## config.mk

```make
export PLATFORM = sky130hd
export DESIGN_NAME = msfir_engine
export DESIGN_NICKNAME = d
export VERILOG_FILES = /design/src/rtl/msfir_pkg.sv /design/src/rtl/msfir_seq.sv /design/src/rtl/msfir_window.sv /design/src/rtl/msfir_lane.sv /design/src/rtl/msfir_engine.sv
export SDC_FILE = /design/constraint.sdc
export NUM_CORES = 2
export LEC_CHECK = 0
export ABC_CLOCK_PERIOD_IN_PS = 11000
export BUFFER_PORTS_ARGS = -buffer_cell sky130_fd_sc_hd__buf_2
export CORE_MARGIN = 2
export CORE_UTILIZATION = 60
export DETAILED_ROUTE_END_ITERATION = 8
export GPL_TIMING_DRIVEN = 0
export PLACE_DENSITY = 0.81
export SYNTH_ARGS = -nofsm -noshare
export SYNTH_HDL_FRONTEND = slang
export SYNTH_SLANG_ARGS = --single-unit
```

## constraint.sdc

```tcl
create_clock -name clk -period 11 [get_ports clk]
set_clock_uncertainty 0.15 [all_clocks]
set_input_delay 3.3 -clock clk [delete_from_list [all_inputs] [get_ports clk]]
set_output_delay 3.3 -clock clk [all_outputs]
set_load 0.02 [all_outputs]
```

## src/rtl/msfir_pkg.sv

```systemverilog
package msfir_pkg;

    localparam int SW        = 16;   // sample and coefficient width (Q15)
    localparam int PW        = 32;   // full product width
    localparam int RND_SHIFT = 15;   // Q30 -> Q15

    typedef logic signed [SW-1:0] smp_t;

    typedef enum logic [1:0] {
        ST_IDLE,
        ST_ISSUE,
        ST_LAST,
        ST_FIN
    } seq_state_e;

    typedef struct packed {
        logic vld;   // read data arrives this cycle
        logic mac;   // arriving data belongs to a multiply step
    } ret_flags_t;

    // Clamp a wide signed value to a w-bit signed range.
    function automatic logic signed [63:0] clamp_w(input logic signed [63:0] v, input int w);
        logic signed [63:0] hi;
        logic signed [63:0] lo;
        hi = (64'sd1 <<< (w - 1)) - 64'sd1;
        lo = -hi - 64'sd1;
        if (v > hi)      return hi;
        else if (v < lo) return lo;
        return v;
    endfunction

    // Round half up from Q30 accumulator scale to Q15 and saturate.
    function automatic smp_t round_q15(input logic signed [63:0] acc);
        logic signed [63:0] r;
        r = (acc + (64'sd1 <<< (RND_SHIFT - 1))) >>> RND_SHIFT;
        r = clamp_w(r, SW);
        return r[SW-1:0];
    endfunction

endpackage

```

## src/rtl/msfir_seq.sv

```systemverilog
module msfir_seq
    import msfir_pkg::*;
#(
    parameter int LANES = 4,
    parameter int AW    = 12,
    parameter int TW    = 7,
    parameter int IW    = 7,
    parameter int CAW   = 6
) (
    input  logic           clk,
    input  logic           rst,
    input  logic           start,
    input  logic [AW-1:0]  base_n,
    input  logic [TW-1:0]  taps,
    output logic           busy,
    output logic           done,
    output logic           clr,
    output logic           fin,
    output logic           samp_rd,
    output logic [AW-1:0]  samp_addr,
    output logic           coef_rd,
    output logic [CAW-1:0] coef_addr,
    output ret_flags_t     ret
);

    localparam logic [IW-1:0] PRELOAD = IW'(LANES - 1);
    localparam logic [IW-1:0] TAIL    = IW'(LANES - 2);

    seq_state_e    state;
    logic [IW-1:0] idx;
    logic [AW-1:0] base_q;
    logic [TW-1:0] ntap_q;

    logic issuing;
    logic pre_done;
    logic last_issue;

    assign issuing    = (state == ST_ISSUE);
    assign pre_done   = (idx >= PRELOAD);
    assign last_issue = (idx == (IW'(ntap_q) + TAIL));

    assign busy      = (state != ST_IDLE);
    assign clr       = start && (state == ST_IDLE);
    assign fin       = (state == ST_FIN);
    assign samp_rd   = issuing;
    assign coef_rd   = issuing && pre_done;
    assign samp_addr = base_q + AW'(LANES - 1) - AW'(idx);
    assign coef_addr = pre_done ? CAW'(idx - PRELOAD) : '0;

    always_ff @(posedge clk) begin
        if (rst) begin
            state  <= ST_IDLE;
            idx    <= '0;
            base_q <= '0;
            ntap_q <= '0;
            ret    <= '0;
            done   <= 1'b0;
        end else begin
            done    <= (state == ST_FIN);
            ret.vld <= issuing;
            ret.mac <= issuing && pre_done;
            case (state)
                ST_IDLE: begin
                    if (start) begin
                        base_q <= base_n;
                        ntap_q <= taps;
                        idx    <= '0;
                        state  <= ST_ISSUE;
                    end
                end
                ST_ISSUE: begin
                    idx <= idx + IW'(1);
                    if (last_issue) state <= ST_LAST;
                end
                ST_LAST: state <= ST_FIN;
                default: state <= ST_IDLE;
            endcase
        end
    end

    p_done_single_r7: assert property (@(posedge clk) disable iff (rst)
        done |=> !done);

    p_samp_desc_r2: assert property (@(posedge clk) disable iff (rst)
        samp_rd && $past(samp_rd) |-> samp_addr == $past(samp_addr) - AW'(1));

    p_coef_asc_r3: assert property (@(posedge clk) disable iff (rst)
        coef_rd && $past(coef_rd) |-> coef_addr == $past(coef_addr) + CAW'(1));

    p_coef_paired_r3: assert property (@(posedge clk) disable iff (rst)
        coef_rd |-> samp_rd);

    p_start_ignored_r8: assert property (@(posedge clk) disable iff (rst)
        busy && start |=> $stable(base_q) && $stable(ntap_q));

endmodule

```

## src/rtl/msfir_window.sv

```systemverilog
module msfir_window
    import msfir_pkg::*;
#(
    parameter int LANES = 4
) (
    input  logic                      clk,
    input  logic                      rst,
    input  logic                      shift_en,
    input  smp_t                      din,
    output logic [LANES-1:0][SW-1:0]  lane_x
);

    // hold[g-1] keeps the sample that lane g-1 used in the previous step
    logic [SW-1:0] hold [LANES-1];

    assign lane_x[0] = din;

    for (genvar g = 1; g < LANES; g++) begin : g_slot
        assign lane_x[g] = hold[g-1];

        always_ff @(posedge clk) begin
            if (rst)           hold[g-1] <= '0;
            else if (shift_en) hold[g-1] <= lane_x[g-1];
        end

        p_slot_hold_r2: assert property (@(posedge clk) disable iff (rst)
            !shift_en |=> $stable(hold[g-1]));
    end

endmodule

```

## src/rtl/msfir_lane.sv

```systemverilog
module msfir_lane
    import msfir_pkg::*;
#(
    parameter int GUARD = 8
) (
    input  logic clk,
    input  logic rst,
    input  logic clr,
    input  logic mac_en,
    input  logic fin,
    input  smp_t coef,
    input  smp_t samp,
    output smp_t y
);

    localparam int ACCW = PW + GUARD;

    logic signed [ACCW-1:0] acc;
    logic signed [PW-1:0]   prod;
    logic signed [63:0]     sum_w;
    logic signed [63:0]     sum_c;

    assign prod  = coef * samp;
    assign sum_w = 64'(acc) + 64'(prod);
    assign sum_c = clamp_w(sum_w, ACCW);

    always_ff @(posedge clk) begin
        if (rst) begin
            acc <= '0;
            y   <= '0;
        end else begin
            if (clr)         acc <= '0;
            else if (mac_en) acc <= sum_c[ACCW-1:0];
            if (fin)         y   <= round_q15(64'(acc));
        end
    end

    p_clear_r1: assert property (@(posedge clk) disable iff (rst)
        clr |=> acc == '0);

    p_acc_hold_r5: assert property (@(posedge clk) disable iff (rst)
        !clr && !mac_en |=> $stable(acc));

    p_no_wrap_r5: assert property (@(posedge clk) disable iff (rst)
        !clr && mac_en && !prod[PW-1] |=> acc >= $past(acc));

    p_no_wrap_neg_r5: assert property (@(posedge clk) disable iff (rst)
        !clr && mac_en && prod[PW-1] |=> acc <= $past(acc));

    p_y_hold_r7: assert property (@(posedge clk) disable iff (rst)
        !fin |=> $stable(y));

endmodule

```

## src/rtl/msfir_engine.sv

```systemverilog
module msfir_engine
    import msfir_pkg::*;
#(
    parameter int LANES    = 4,
    parameter int AW       = 12,
    parameter int MAX_TAPS = 64,
    parameter int GUARD    = 8
) (
    input  logic                            clk,
    input  logic                            rst,
    input  logic                            start,
    input  logic [AW-1:0]                   base_n,
    input  logic [$clog2(MAX_TAPS+1)-1:0]   taps,
    output logic                            busy,
    output logic                            done,
    output logic                            samp_rd,
    output logic [AW-1:0]                   samp_addr,
    input  logic [15:0]                     samp_data,
    output logic                            coef_rd,
    output logic [$clog2(MAX_TAPS)-1:0]     coef_addr,
    input  logic [15:0]                     coef_data,
    output logic [LANES*16-1:0]             y_out
);

    localparam int TW  = $clog2(MAX_TAPS + 1);
    localparam int IW  = $clog2(MAX_TAPS + LANES);
    localparam int CAW = $clog2(MAX_TAPS);

    logic                      clr;
    logic                      fin;
    ret_flags_t                ret;
    logic [LANES-1:0][SW-1:0]  lane_x;

    msfir_seq #(
        .LANES(LANES), .AW(AW), .TW(TW), .IW(IW), .CAW(CAW)
    ) u_seq (
        .clk       (clk),
        .rst       (rst),
        .start     (start),
        .base_n    (base_n),
        .taps      (taps),
        .busy      (busy),
        .done      (done),
        .clr       (clr),
        .fin       (fin),
        .samp_rd   (samp_rd),
        .samp_addr (samp_addr),
        .coef_rd   (coef_rd),
        .coef_addr (coef_addr),
        .ret       (ret)
    );

    msfir_window #(.LANES(LANES)) u_win (
        .clk      (clk),
        .rst      (rst),
        .shift_en (ret.vld),
        .din      (smp_t'(samp_data)),
        .lane_x   (lane_x)
    );

    for (genvar j = 0; j < LANES; j++) begin : g_lane
        smp_t y_j;

        msfir_lane #(.GUARD(GUARD)) u_lane (
            .clk    (clk),
            .rst    (rst),
            .clr    (clr),
            .mac_en (ret.mac),
            .fin    (fin),
            .coef   (smp_t'(coef_data)),
            .samp   (smp_t'(lane_x[j])),
            .y      (y_j)
        );

        assign y_out[j*SW +: SW] = y_j;
    end

    p_done_after_fin_r7: assert property (@(posedge clk) disable iff (rst)
        fin |=> done && !busy);

    p_busy_on_start_r1: assert property (@(posedge clk) disable iff (rst)
        start && !busy |=> busy);

endmodule

```

After elaboration in Yosys (flattened, before gate mapping)
Memory sizes are Yosys's and may differ from the RTL's.
Cells that the tools add are included.

word-level totals
  register bits after elaboration = 255
  RAM bits = 48
  input port bits = 54
  word-level logic and storage cells = 130
  memories = 1

memories
  name        words  width  rd ports  clocked after memory_dff  write ports  RTL line            source
  u_win.hold  3      16     3         0                         3            msfir_window.sv:14  logic [SW-1:0] hold [LANES-1];

operators by class
  $add $sub $neg = 13
  multipliers = 4
  order comparisons = 17
  eq/ne operators = 6
  muxes and demuxes = 62
  bitwise gates (word level) = 3
  reduce and logical (&&, ||, !) cells = 9

operators with widths
  operator                number
  $mux 40                 12
  $mux 16                 15
  $add 40x16->41 const B  4
  $add 40x32->41          4
  $gt 41x40->1 const B    4
  $lt 41x40->1 const B    4
  $mul 16x16->32          4
  $gt 26x16->1 const B    4
  $lt 26x16->1 const B    4
  $mux 1                  29
  $pmux 7 s2              1
  $add 12x2->12 const B   1
  $sub 12x7->12           1
  $add 7x1->7 const B     1
  $add 7x2->7 const B     1
  $eq 7x7->1              1
  $ge 7x2->1 const B      1
  $mux 7                  1
  $mux 6                  1
  $pmux 2 s3              1
  $reduce_and 2->1        3
  $sub 6x2->6 const B     1
  $eq 2x2->1 const B      2
  $mux 2                  2
  7 further kinds         12

Depth between registers and ports, before layout
  depth in word-level cells = 7
  mapped depth = 29
  depth with buffers taken out = 25

By module
A second synthesis with hierarchy kept.

second synthesis, totals
  cells, all modules = 7,356
  area total of the unflattened synthesis = 66,393.7 um^2

modules (own cells, without submodules)
  module                          instances  cells an instance  area each (um^2)  sequential area each (um^2)
  msfir_lane at g_lane[2].u_lane  1          1,733              15,606.2          1,121.1
  msfir_lane at g_lane[3].u_lane  1          1,770              15,596.2          1,121.1
  msfir_lane at g_lane[0].u_lane  1          1,726              15,564.9          1,121.1
  msfir_lane at g_lane[1].u_lane  1          1,749              15,514.9          1,121.1
  msfir_seq                       1          255                2,062.0           620.6
  msfir_window                    1          123                2,049.5           1,441.4

Worst setup path after synthesis
OpenSTA, ideal clock, no wires.

  path type = input port to flip-flop
  start point = input coef_data[15]
  end point = register g_lane[0].u_lane.acc[11]
  data arrival time = 10.487 ns
  path slack = 0.293 ns
  cell stages on the path = 27
  buffers on the path = 6
  cell sequence = clkbuf_1 clkbuf_1 clkbuf_1 nand2_1 fa_1 inv_1 fa_1 inv_1 fa_1 fa_1 inv_1 fa_1 inv_1 fa_1 inv_1 ha_1 clkbuf_1 a21o_1 a21o_1 a21boi_0 o21ai_0 a211oi_1 xnor2_1 clkbuf_1 clkbuf_1 a21oi_1 a21oi_1

on the way
  cells in the longest elaborated chain, start to end = 6

RTL lines
  what                  RTL line            source
  from (decl)           msfir_engine.sv:21  input logic [15:0] coef_data,
  $mul 16x16->32 (*)    msfir_lane.sv:23    assign prod = coef * samp;
  $add 40x32->41 (*)    msfir_lane.sv:24    assign sum_w = 64'(acc) + 64'(prod);
  $lt 41x40->1          msfir_pkg.sv:28     else if (v < lo) return lo;
  $mux 1                msfir_pkg.sv:28
  $mux 1                msfir_pkg.sv:27     if (v > hi) return hi;
  $mux 40 (*)           msfir_pkg.sv:29     return v;
  to (signal assigned)  msfir_lane.sv:33    else if (mac_en) acc <= sum_c[ACCW-1:0];
  to (decl)             msfir_lane.sv:18    logic signed [ACCW-1:0] acc;

Mark *: on every way between the ends. The rest lies on a longest branch, timed or not.
A chain may end at the register's enable or synchronous reset.

Worst setup path after layout
  start point = input coef_data[3]
  end point = register g_lane[0].u_lane.acc[9]

Same word-level chain as after synthesis.

==> results.md <==
- DIE WIDTH: 335.9 µm
- Final Core Density: 0.6460
- Top_reg_cell synth: dfxtp_1
- Cell taking the most area after synthesis: fa_1
- Slew HR: 0.05541
- Critical path startpoint category: input port
- Final cycle utilization of the critical path: 0.9995
- WHS: 311.8 ps
- Synthesized area per cell: 8.921 µm²
- Hold_buf cts: 0
- Crit path required time: 11,420 ps
- EDFF count, synth: 48
- DRC: 0
- Remaining antenna violation count: 0
- Layout cell share with drive strength beyond 1: 0.05588
- Distinct cells, synth: 102
- RSZ-0062 raised after global routing: true
- Row Count: 121
- Grt ovf: 0
- Fin crit period: 10,990 ps
- Crit path kind: in -> reg
- First-pass GRT wire length: 319,100 µm
- Yosys warns: 0
- Register bit total from synthesis: 303
- Arr. time, crit path: 11,410 ps
- DRT iter0 DRCs: 4,942
- Area of the die: 112,800 µm²
- Area Overhead vs Synth: 6.561%
- Slew @ Worst Pin: 1417 ps
- Port bufs: 120
- HPWL after DPL: 167,700 µm
- Clk root buf: clkbuf_16
- CTS tree: built
- Async SR Flop Fraction: 0
- NumNets Final: 9,465
- First-pass DRT Iterations: 7
- Tot GR Track Use: 0.3772
- Final setup viols: 0
- Fmax: 90.96 MHz
- Max Cap Viol: 0
- Die Y: 335.9 µm
- GPL Wtd Cong: 1.021
- CP max FO: 10
- Max clock buf depth: 3
- Synth area leaders: fa_1 (41%), inv_1 (9.6%), ha_1 (9.4%)
- Post-Syn Area: 66,080 µm²
- Mapped Cells: 7,407
- Starting density of the core: 0.6062
- Clock-pin slew of the registers on the worst-case setup and hold paths: 60 ps
- Nature of the critical path endpoint: flip-flop
- Core area: 109,000 µm²
- CTS H-tree depth: 2
- Largest net degree at the start of global routing: 49
- Post-Layout Inst Area: 70,420 µm²
- Antenna violations before repair: 29
- Syn Nets: 9,297
- Hold WC Path Type: reg -> reg
- Placement Cell Area: 68,510 µm²
- WL/cell: 22.87 µm
- Clk sinks: 303
- Via Count: 53,075
- Top cell type's share of synthesized area: 0.4051
- Vias in the first global route: 54,902
- Pins Over Slew Limit: 0
- Worst-skew pair later-pin latency: 680 ps
- Post-synthesis sequential area ratio: 0.09907
- Num CTS Buffers: 40
- Final WL: 206,900 µm
- Endpoints failing hold: 0
- Outcome: complete, no violations
- TNS Setup: 0 ps
- Top-level I/O count: 140
- Vias per cell: 5.867
worst max-delay path, cell delays in order:
cell      delay, ps
clkbuf_1        470
clkbuf_1        920
nor2_1          190
fa_1            580
fa_1            550
fa_1            510
fa_1            450
fa_1            510
inv_1            60
fa_1            530
inv_1            40
ha_1            360
a21o_1          230
a311o_1         390
nor2_1          240
o311ai_2        260
nand3_1         220
a31oi_2         180
a221oi_4        360
buf_4           200
xnor2_4         230
clkbuf_8        310
o21ai_0         140
a21oi_1         150
cells by family (layout without fill, tap and decap cells):
kind of cell / Yosys count / after routing / share of synthesized area
DFF: 303 / 303 / 0.09907
adders and majority gates: 1921 / 1921 / 0.5128
muxes: 8 / 8 / 0.001212
AOI/OAI and AO/OA: 1065 / 1065 / 0.09979
xor gates and xnor gates: 255 / 255 / 0.03454
and+or+nand+nor: 1807 / 1807 / 0.1351
buffers and inverters: 2048 / 2247 / 0.1175
other: 0 / 27 / 0
metal layers:
layer,share of wire,vias up,track usage
li1,-,23059,-
met1,0.38,26449,0.4863
met2,0.45,2880,0.5855
met3,0.11,659,0.08881
met4,0.067,28,0.2177
met5,0.00085,-,0
Yosys cell counts (all sizes together), types with 5 or more instances:
cell type and instances:
clkbuf 313, and3 43, or3 10, o21bai 29, o21ai 306, nand2b 32
nor3 79, a211oi 44, nand4 40, mux2i 8, o21a 48, a211o 7
a21o 103, o221ai 5, xnor2 168, or2 9, inv 1691, o31ai 17
nor2b 19, xor2 87, ha 499, o22ai 5, dfxtp 255, fa 1337
a31oi 46, and4 9, maj3 85, edfxtp 48, and2 542, nand3 84
a21boi 8, a21oi 354, a31o 8, nand2 685, a41o 5, a221o 5
o211ai 17, buf 44, a221oi 8, nor2 234, a32oi 5, nor4 11
state kept, by name (all words and copies together) (netlist names):
signal             cells
u_seq.idx              7
g_lane.u_lane.y       64
u_seq.ntap_q           7
u_win.hold            48
g_lane.u_lane.acc    160
u_seq.ret              2
u_seq.state            2
u_seq.base_q          12
u_seq.done             1
cell usage in the layout, fill, tap and decap left out, types with 103 or more instances in the layout:
cell type / instances
inv_1: 1686
buf_2: 149
nor2_1: 233
nand2_1: 685
a21o_1: 103
clkbuf_1: 220
a21oi_1: 351
ha_1: 499
dfxtp_1: 255
xnor2_1: 164
o21ai_0: 274
and2_1: 542
fa_1: 1330
layout make-up:
| cell class | count | area, µm² |
|---|---|---|
| Inverter | 1691 | 6362 |
| Antenna cell | 27 | 67.56 |
| Timing Repair Buffer | 129 | 708.2 |
| Sequential cell | 303 | 6546 |
| Buffer | 354 | 1599 |
| Clock buffer | 53 | 1141 |
| Clock inverter | 20 | 352.8 |
| Fill cell | 9065 | 38590 |
| Tap cell | 1414 | 1769 |
| Multi-Input combinational cell | 5056 | 51870 |
final timing paths:
kind	startpoint	to	slack, ps	cells past startpoint
hold / removal	u_seq.base_q[2]	u_seq.base_q[2]	310	2
hold reg to reg	u_seq.base_q[2]	u_seq.base_q[2]	310	2
setup / recovery	coef_data[3]	g_lane[0].u_lane.acc[9]	6	24
setup reg to reg	u_win.hold[1][1]	g_lane[2].u_lane.acc[34]	2320	24
repair_timing:
item                                    CTS  global route
setup buffers                             2             4
gates resized for setup                  77           103
endpoints found under the setup margin  160           156
pin swaps                                 1             2
per-stage QoR:
stage	cells	setup WS [ps]
after floorplan	7407	292.9
after global placement	8941	-3540
after detailed placement	8943	-3607
after CTS	9018	17.21
after global routing	9024	-21.54
final	9047	5.999
Power is not shown: default switching activity piles up to over one toggle a cycle in this logic, so the estimate is an artifact.
